**src/rtl/slot_regs_pkg.sv**
```systemverilog
package slot_regs_pkg;

   // Word indices inside the window
   localparam int unsigned IDX_IDENT  = 0;
   localparam int unsigned IDX_FLASH  = 1;
   localparam int unsigned IDX_STATUS = 2;
   localparam int unsigned IDX_DECODE = 3;
   localparam int unsigned NUM_WORDS  = 4;
   localparam int unsigned SEL_W      = $clog2(NUM_WORDS);

   typedef enum logic [SEL_W-1:0] {
      SEL_IDENT  = 2'd0,
      SEL_FLASH  = 2'd1,
      SEL_STATUS = 2'd2,
      SEL_DECODE = 2'd3
   } word_sel_e;

   // Slot line positions inside the synchronizer vector
   localparam int unsigned LINE_WP   = 0;
   localparam int unsigned LINE_CARD = 1;
   localparam int unsigned NUM_LINES = 2;

endpackage

```
**src/rtl/slot_sync.sv**
```systemverilog
module slot_sync #(
   parameter int unsigned STAGES = 2,
   parameter int unsigned WIDTH  = 1
) (
   input  logic             clk,
   input  logic             rst_n,
   input  logic [WIDTH-1:0] async_i,
   output logic [WIDTH-1:0] sync_o
);

   generate
      if (STAGES < 2) begin : g_bad_stages
         $error("slot_sync: STAGES must be at least 2");
      end
      if (WIDTH < 1) begin : g_bad_width
         $error("slot_sync: WIDTH must be at least 1");
      end
   endgenerate

   logic [WIDTH-1:0] stage_q [STAGES];

   genvar g;
   generate
      for (g = 0; g < STAGES; g++) begin : g_stage
         if (g == 0) begin : g_first
            always_ff @(posedge clk or negedge rst_n) begin
               if (!rst_n) stage_q[g] <= '0;
               else        stage_q[g] <= async_i;
            end
         end else begin : g_next
            always_ff @(posedge clk or negedge rst_n) begin
               if (!rst_n) stage_q[g] <= '0;
               else        stage_q[g] <= stage_q[g-1];
            end
         end
      end
   endgenerate

   assign sync_o = stage_q[STAGES-1];

endmodule

```
**src/rtl/slot_card_latch.sv**
```systemverilog
module slot_card_latch (
   input  logic clk,
   input  logic rst_n,
   input  logic set_i,
   input  logic clr_i,
   output logic flag_o
);

   logic flag_q;
   logic flag_d;

   // Set has priority over a software clear in the same cycle
   always_comb begin
      flag_d = flag_q;
      if (set_i)      flag_d = 1'b1;
      else if (clr_i) flag_d = 1'b0;
   end

   always_ff @(posedge clk or negedge rst_n) begin
      if (!rst_n) flag_q <= 1'b0;
      else        flag_q <= flag_d;
   end

   assign flag_o = flag_q;

   AST_SET_WINS: assert property (@(posedge clk) disable iff (!rst_n)
      set_i |=> flag_o);
   AST_CLEAR_TAKES: assert property (@(posedge clk) disable iff (!rst_n)
      (clr_i && !set_i) |=> !flag_o);
   AST_STICKY_HOLD: assert property (@(posedge clk) disable iff (!rst_n)
      (flag_o && !clr_i) |=> flag_o);
   AST_NO_SPURIOUS_SET: assert property (@(posedge clk) disable iff (!rst_n)
      (!flag_o && !set_i) |=> !flag_o);

endmodule

```
**src/rtl/slot_reg_decode.sv**
```systemverilog
module slot_reg_decode
   import slot_regs_pkg::*;
#(
   parameter int unsigned        DATA_W     = 32,
   parameter int unsigned        ADDR_W     = 4,
   parameter int unsigned        WP_BIT     = 0,
   parameter int unsigned        CARD_BIT   = 3,
   parameter logic [DATA_W-1:0]  IDENT_VAL  = 32'h4103_4003,
   parameter logic [DATA_W-1:0]  FLASH_VAL  = '0,
   parameter logic [DATA_W-1:0]  DECODE_VAL = 32'h0000_0011,
   parameter bit                 REG_RDATA  = 1'b1
) (
   input  logic              clk,
   input  logic              rst_n,
   input  logic              rd_en,
   input  logic              wr_en,
   input  logic [ADDR_W-1:0] addr,
   input  logic [DATA_W-1:0] wdata,
   input  logic              wp_level,
   input  logic              card_flag,
   output logic              clr_req,
   output logic [DATA_W-1:0] rdata,
   output logic              err
);

   logic              known;
   word_sel_e         sel;
   logic [DATA_W-1:0] status_word;
   logic [DATA_W-1:0] rd_word;
   logic              err_q;

   // Index range check: only indices below NUM_WORDS are defined
   generate
      if (ADDR_W == SEL_W) begin : g_full_window
         assign known = 1'b1;
      end else begin : g_wide_window
         assign known = ~|addr[ADDR_W-1:SEL_W];
      end
   endgenerate

   assign sel = word_sel_e'(addr[SEL_W-1:0]);

   always_comb begin
      status_word           = '0;
      status_word[WP_BIT]   = wp_level;
      status_word[CARD_BIT] = card_flag;
   end

   always_comb begin
      rd_word = '0;
      if (known) begin
         unique case (sel)
            SEL_IDENT:  rd_word = IDENT_VAL;
            SEL_FLASH:  rd_word = FLASH_VAL;
            SEL_STATUS: rd_word = status_word;
            SEL_DECODE: rd_word = DECODE_VAL;
            default:    rd_word = '0;
         endcase
      end
   end

   // Only the status word responds to writes, and only its card bit
   assign clr_req = wr_en && known && (sel == SEL_STATUS) && wdata[CARD_BIT];

   always_ff @(posedge clk or negedge rst_n) begin
      if (!rst_n) err_q <= 1'b0;
      else        err_q <= (rd_en || wr_en) && !known;
   end
   assign err = err_q;

   generate
      if (REG_RDATA) begin : g_reg_read
         logic [DATA_W-1:0] rdata_q;
         always_ff @(posedge clk or negedge rst_n) begin
            if (!rst_n)     rdata_q <= '0;
            else if (rd_en) rdata_q <= rd_word;
         end
         assign rdata = rdata_q;

         AST_UNKNOWN_READS_ZERO: assert property (@(posedge clk) disable iff (!rst_n)
            (rd_en && !known) |=> (rdata == '0));
         AST_IDENT_READ: assert property (@(posedge clk) disable iff (!rst_n)
            (rd_en && known && sel == SEL_IDENT) |=> (rdata == IDENT_VAL));
         AST_RDATA_HOLD: assert property (@(posedge clk) disable iff (!rst_n)
            !rd_en |=> $stable(rdata));
      end else begin : g_comb_read
         assign rdata = rd_en ? rd_word : '0;
      end
   endgenerate

   AST_ERR_CAUSE: assert property (@(posedge clk) disable iff (!rst_n)
      $rose(err) |-> $past((rd_en || wr_en) && |(addr >> SEL_W)));

endmodule

```
**src/rtl/slot_status_regs.sv**
```systemverilog
module slot_status_regs
   import slot_regs_pkg::*;
#(
   parameter int unsigned        DATA_W      = 32,
   parameter int unsigned        ADDR_W      = 4,
   parameter int unsigned        SYNC_STAGES = 2,
   parameter int unsigned        WP_BIT      = 0,
   parameter int unsigned        CARD_BIT    = 3,
   parameter logic [DATA_W-1:0]  IDENT_VAL   = 32'h4103_4003,
   parameter logic [DATA_W-1:0]  FLASH_VAL   = '0,
   parameter logic [DATA_W-1:0]  DECODE_VAL  = 32'h0000_0011,
   parameter bit                 REG_RDATA   = 1'b1
) (
   input  logic              clk,
   input  logic              rst_n,
   input  logic              rd_en,
   input  logic              wr_en,
   input  logic [ADDR_W-1:0] addr,
   input  logic [DATA_W-1:0] wdata,
   output logic [DATA_W-1:0] rdata,
   output logic              err,
   input  logic              wp_in,
   input  logic              card_in,
   output logic              irq
);

   generate
      if (ADDR_W < SEL_W) begin : g_bad_addr
         $error("slot_status_regs: ADDR_W too small for four words");
      end
      if (CARD_BIT >= DATA_W || WP_BIT >= DATA_W) begin : g_bad_bits
         $error("slot_status_regs: status bit position outside data word");
      end
      if (CARD_BIT == WP_BIT) begin : g_bit_clash
         $error("slot_status_regs: card and write-protect bits overlap");
      end
      if (SYNC_STAGES < 2) begin : g_bad_sync
         $error("slot_status_regs: SYNC_STAGES must be at least 2");
      end
   endgenerate

   logic [NUM_LINES-1:0] lines_async;
   logic [NUM_LINES-1:0] lines_sync;
   logic                 card_flag;
   logic                 clr_req;

   always_comb begin
      lines_async            = '0;
      lines_async[LINE_WP]   = wp_in;
      lines_async[LINE_CARD] = card_in;
   end

   slot_sync #(
      .STAGES (SYNC_STAGES),
      .WIDTH  (NUM_LINES)
   ) u_sync (
      .clk     (clk),
      .rst_n   (rst_n),
      .async_i (lines_async),
      .sync_o  (lines_sync)
   );

   slot_card_latch u_latch (
      .clk    (clk),
      .rst_n  (rst_n),
      .set_i  (lines_sync[LINE_CARD]),
      .clr_i  (clr_req),
      .flag_o (card_flag)
   );

   slot_reg_decode #(
      .DATA_W     (DATA_W),
      .ADDR_W     (ADDR_W),
      .WP_BIT     (WP_BIT),
      .CARD_BIT   (CARD_BIT),
      .IDENT_VAL  (IDENT_VAL),
      .FLASH_VAL  (FLASH_VAL),
      .DECODE_VAL (DECODE_VAL),
      .REG_RDATA  (REG_RDATA)
   ) u_decode (
      .clk       (clk),
      .rst_n     (rst_n),
      .rd_en     (rd_en),
      .wr_en     (wr_en),
      .addr      (addr),
      .wdata     (wdata),
      .wp_level  (lines_sync[LINE_WP]),
      .card_flag (card_flag),
      .clr_req   (clr_req),
      .rdata     (rdata),
      .err       (err)
   );

   assign irq = card_flag;

   generate
      if (REG_RDATA) begin : g_irq_checks
         AST_IRQ_MATCHES_STATUS: assert property (@(posedge clk) disable iff (!rst_n)
            (rd_en && addr == ADDR_W'(IDX_STATUS)) |=> (rdata[CARD_BIT] == $past(irq)));
         AST_WP_MATCHES_STATUS: assert property (@(posedge clk) disable iff (!rst_n)
            (rd_en && addr == ADDR_W'(IDX_STATUS)) |=> (rdata[WP_BIT] == $past(lines_sync[LINE_WP])));
      end
   endgenerate

   AST_CLEAR_DROPS_IRQ: assert property (@(posedge clk) disable iff (!rst_n)
      (wr_en && addr == ADDR_W'(IDX_STATUS) && wdata[CARD_BIT] && !lines_sync[LINE_CARD]) |=> !irq);

endmodule

```
**config.mk**
```make
export PLATFORM = sky130hd
export DESIGN_NAME = slot_status_regs
export DESIGN_NICKNAME = d
export VERILOG_FILES = /design/src/rtl/slot_regs_pkg.sv /design/src/rtl/slot_sync.sv /design/src/rtl/slot_card_latch.sv /design/src/rtl/slot_reg_decode.sv /design/src/rtl/slot_status_regs.sv
export SDC_FILE = /design/constraint.sdc
export NUM_CORES = 1
export LEC_CHECK = 0
export BUFFER_PORTS_ARGS = -buffer_cell sky130_fd_sc_hd__buf_2
export CORE_UTILIZATION = 28
export CTS_CLUSTER_SIZE = 30
export DETAILED_ROUTE_END_ITERATION = 8
export GPL_TIMING_DRIVEN = 1
export PLACE_DENSITY = 0.75
export SYNTH_ARGS = -nofsm -noshare
export SYNTH_HDL_FRONTEND = slang
export SYNTH_SLANG_ARGS = --single-unit
```
**constraint.sdc**
```tcl
create_clock -name clk -period 0.91 [get_ports clk]
set_input_delay 0.182 -clock clk [delete_from_list [all_inputs] [get_ports clk]]
set_output_delay 0.182 -clock clk [all_outputs]
set_load 0.1 [all_outputs]
```
# --- Word-level counts from Yosys, hierarchy flattened ---
# Cells that the tools add are included.
word_totals:
  regBits: 38
  latchBits: 0
  ram_bits: 0
  mem_bits_ro: 0
  input_bits: 42
  out_inout_bits: 34
  wordCells: 21
  memories: 0
op_classes:
  add_sub_neg: 0
  n_mul: 0
  n_div: 0
  n_lt_le_gt_ge: 0
  n_eq_ne: 3
  n_shift: 0
  n_mux: 4
  bitwise: 0
  reduce_logical: 9
op_table:
  columns: ["op", "count"]
  rows:
  - ["case mux 32 bit (4 select lines)", 1]
  - ["2-to-1 mux 32 bit", 1]
  - ["equality test 2 bit (second input constant)", 2]
  - ["logical AND 1 bit", 4]
  - ["equality test 2 x 1 -> 1 bit (second input constant)", 1]
  - ["logical NOT 2 bit", 1]
  - ["2-to-1 mux 1 bit", 2]
  - ["nonzero test 2 bit", 1]
  - ["OR reduction 2 bit", 1]
  - ["logical NOT 1 bit", 1]
  - ["logical OR 1 bit", 1]

# --- Logic depth before layout (Yosys ltp) ---
logic_depth:
  depth_word: 7
  ltp_mapped: 3
  ltp_nobuf: 2

# --- Modules after synthesis ---
# A second synthesis with hierarchy kept.
hier_totals:
  cells_unflattened: 58
  area_unflattened_um2: 596.8
by_module_without_submodules:
  columns: ["mod", "instances", "cells_per_inst", "area_each_um2", "seq_area_each_um2"]
  rows:
  - ["slot_reg_decode", 1, 49, 445.4, 125.1]
  - ["slot_sync", 1, 6, 115.1, 100.1]
  - ["slot_card_latch", 1, 3, 36.3, 25.0]

# --- Worst setup path before layout ---
# OpenSTA, ideal clock, no wires.
synth_timing:
  path_kind: "reg2out"
  start: "register, netlist name u_decode.rdata[24]"
  end: "output port rdata[14]"
  arrival_ns: 1.403
  required_ns: 0.728
  setup_slack_ns: -0.675
  path_stages_with_launch: 2
  n_path_buf: 1
  cell_sequence: "dfrtp_1 buf_4"
synth_lines:
  columns: ["element", "line", "source"]
  rows:
  - ["end, declared", "slot_status_regs.sv:20", "output logic [DATA_W-1:0] rdata,"]

==> impl_results.md <==
- Largest stage delay on the critical path: 570 ps
- Terminus of the critical flop-to-flop path: u_decode.rdata[0]
- Xor/xnor share of the synthesized area: 0%
- Port Buf Inserts: 21
- Synth cell count leaders: 28 x buf_4, 10 x dfrtp_1, 3 x nor2_1
- Number of global-route vias before repair: 341
- H-tree depth: 1
- VDD IR max: 0.856 mV
- Post-Synthesis Cells: 57
- Top cells by area, synth: dfrtp_1 43%, buf_4 36%, nor2b_1 2.1%
- Global route overflow: 0
- Total power: 1.62 mW
- Clock transition at path regs: 60 ps
- Top delay family on crit path: flip-flops
- Hold wc startpoint: wp_in
- Total GRT Usage: 10.7%
- Post-DRT Antenna Nets: 0
- Non-filler cells in the finished layout: 108
- Total Wirelength: 1030 um
- Number of enable flip-flop cells after synthesis: 0
- Min-Delay Path Depth: 1
- Mux share of post-synthesis cell area: 1.92%
- Worst reg2reg setup slack: -130 ps
- GR peak layer: met2
- Placer Congestion: 0.708
- Sequential fraction of the synthesis area: 42.6%
- Layout cells sized above 1: 49.4%
- Final setup viols: 15
- Startpoint class of the critical path: register
- M1 GR Usage: 10.4%
- Die width: 47.8 um
- Post-Place Setup Slack: -228 ps
- R2R depth: 2
- Residual DRC: 0
- Synth unique cells: 18
- Max Clk Rate: between 800 and 900 MHz
- Final Max Slew Viols: 0
- Top FF cell, synth: dfrtp_1
- Diode count: 0
- Most common cell in the netlist: buf_4
- Simple-gate area share of the yosys netlist: 11.5%
- #FFs+latches synth: 10
- Crit path kind: reg -> out
- Clock insertion delay at the later pin of the skew report: ~260 ps
- Post-synthesis compound-gate area fraction: 6.18%
- Pre-antenna DRT Iters: 2
- Initial antenna violation count: 0
- Layout Nets: 124
- Fin util: 44.8%
- Die ar.: 2280 um^2
- I/O pin total: 76
- Synth Area in Adders: 0%
- Pin count of the biggest net entering global routing: 11
- Dpl cells: ~100
- Initial DRC Count: 3
- Largest family of logic cells by synthesized area: buffers and inverters
- Post-synth top area share: 42.6%
- Die Ht: 47.8 um
- First-pass GRT wire length: 1540 um
- Final hold slack: about 26 ps
- Worst setup EP type: output port
- Via count: 396
- CTS buffer count: 3
- Worst min-delay path class: in -> reg
- LEAKAGE: 0.426 nW
- Starting density of the core: approximately 30%
- Slowest-stage cell, CP: dfrtp_4
- Syn_area_per_cell: 10.3 um^2
- Yosys warning count: 0
- Asr flop ratio synth: 100%
- # fillers: 193
- Area of the core: 1960 um^2
- Hold endpoint: u_sync.stage_q[2]
- Synth area leader: dfrtp_1
- Minimum clock period: between 1000 and 1500 ps
- Max-cap viol count: 0
- Unrepaired setup endpoints after global routing: true
- Area delta synth->final: 49.7%
- Crit path max fanout: 7
- Run status: complete, but fails checks
- Crit-path cells: buf_12
- DP Wirelength: just under 900 um
- Row cnt: 16
- Arrival time at the worst endpoint: 1030 ps
- Violated checks: setup timing
- CTS max path bufs: 2
- Vias/cell: 3.67
- Met3 global-route usage: approximately 4.5%
- Power Density: 1840 nW/um^2
- Setup TNS: -2960 ps
- Fin. Hold Viols: 0
- Area after DPL: 806 um^2
- CTS root buf: clkbuf_4
- WP data required: roughly 730 ps
- Per-cell routed wire length: between 9 and 10 um
- CTS tree: done
- CTS sink cnt: 10
- Area of the mapped netlist: about 590 um^2
- Worst path bufs/invs: 1
- Post-route cell area: 878 um^2
- Final Cycle Share: 133%
- Fin worst setup slack: -300 ps
- Worst R2R Start: u_sync.sync_o[0]
- Setup Skew: 0.156 ps
- Met2 Track Usage GR: 18.6%
placed cells by master, fill, tap and decap left out, types with 3 or more instances in the layout:
cell and count:
conb_1 23, dfrtp_1 4, buf_4 4, clkbuf_4 3
buf_12 11, buf_2 10, nor2_1 3, dfrtp_4 5
flip-flops by register name (all words and copies together), names as in the netlist:
register,cells
u_sync.stage_q,2
u_latch.flag_o,1
u_sync.sync_o,2
u_decode.rdata,4
u_decode.err,1
cell type report:
type	count	area (um^2)	area share [%]
sequential	10	270	30.8
timing repair buffer	27	322	36.6
tap	27	33.8	3.85
inverter	1	3.75	0.427
clock buffer	4	36.3	4.13
multi-input combinational	39	213	24.2
worst max-delay path by stage:
stage                       startpoint           endpoint  slack, ps  cells after the start
floorplan            u_decode.rdata[4]  u_decode.rdata[4]       -200                      2
global placement               addr[0]     u_latch.flag_o       -210                      3
detailed placement             addr[0]     u_latch.flag_o       -230                      3
CTS                 u_decode.rdata[24]          rdata[14]       -320                      1
global route        u_decode.rdata[24]          rdata[14]       -350                      1
finish              u_decode.rdata[24]          rdata[14]       -300                      1
cell families (layout without fill, tap and decap cells):
kind of cell,after synthesis,after routing
buffers and inverters,30,32
and+or+nand+nor,11,11
DFF,10,10
AOI/OAI and AO/OA,4,4
other,1,23
muxes,1,1
where the power goes:
part / switching [mW] / internal (mW)
registers: 0.0214 / 0.471
logic: 0.611 / 0.124
clock network: 0.147 / 0.243
repair_timing:
action,4_1_cts,5_1_grt
pin swaps,0,1
setup endpoints to repair,14,15
hold buffers,1,0
buffers inserted,2,1
hold endpoints to repair,10,0
gates resized for setup,1,2
layer usage:
metal  part of all wire [%]  wire, um
met1                     33       346
met2                     58       597
met3                    8.6        89
met4                      0         0
met5                      0         0
No activity file was read; power rests on OpenSTA's default activity.
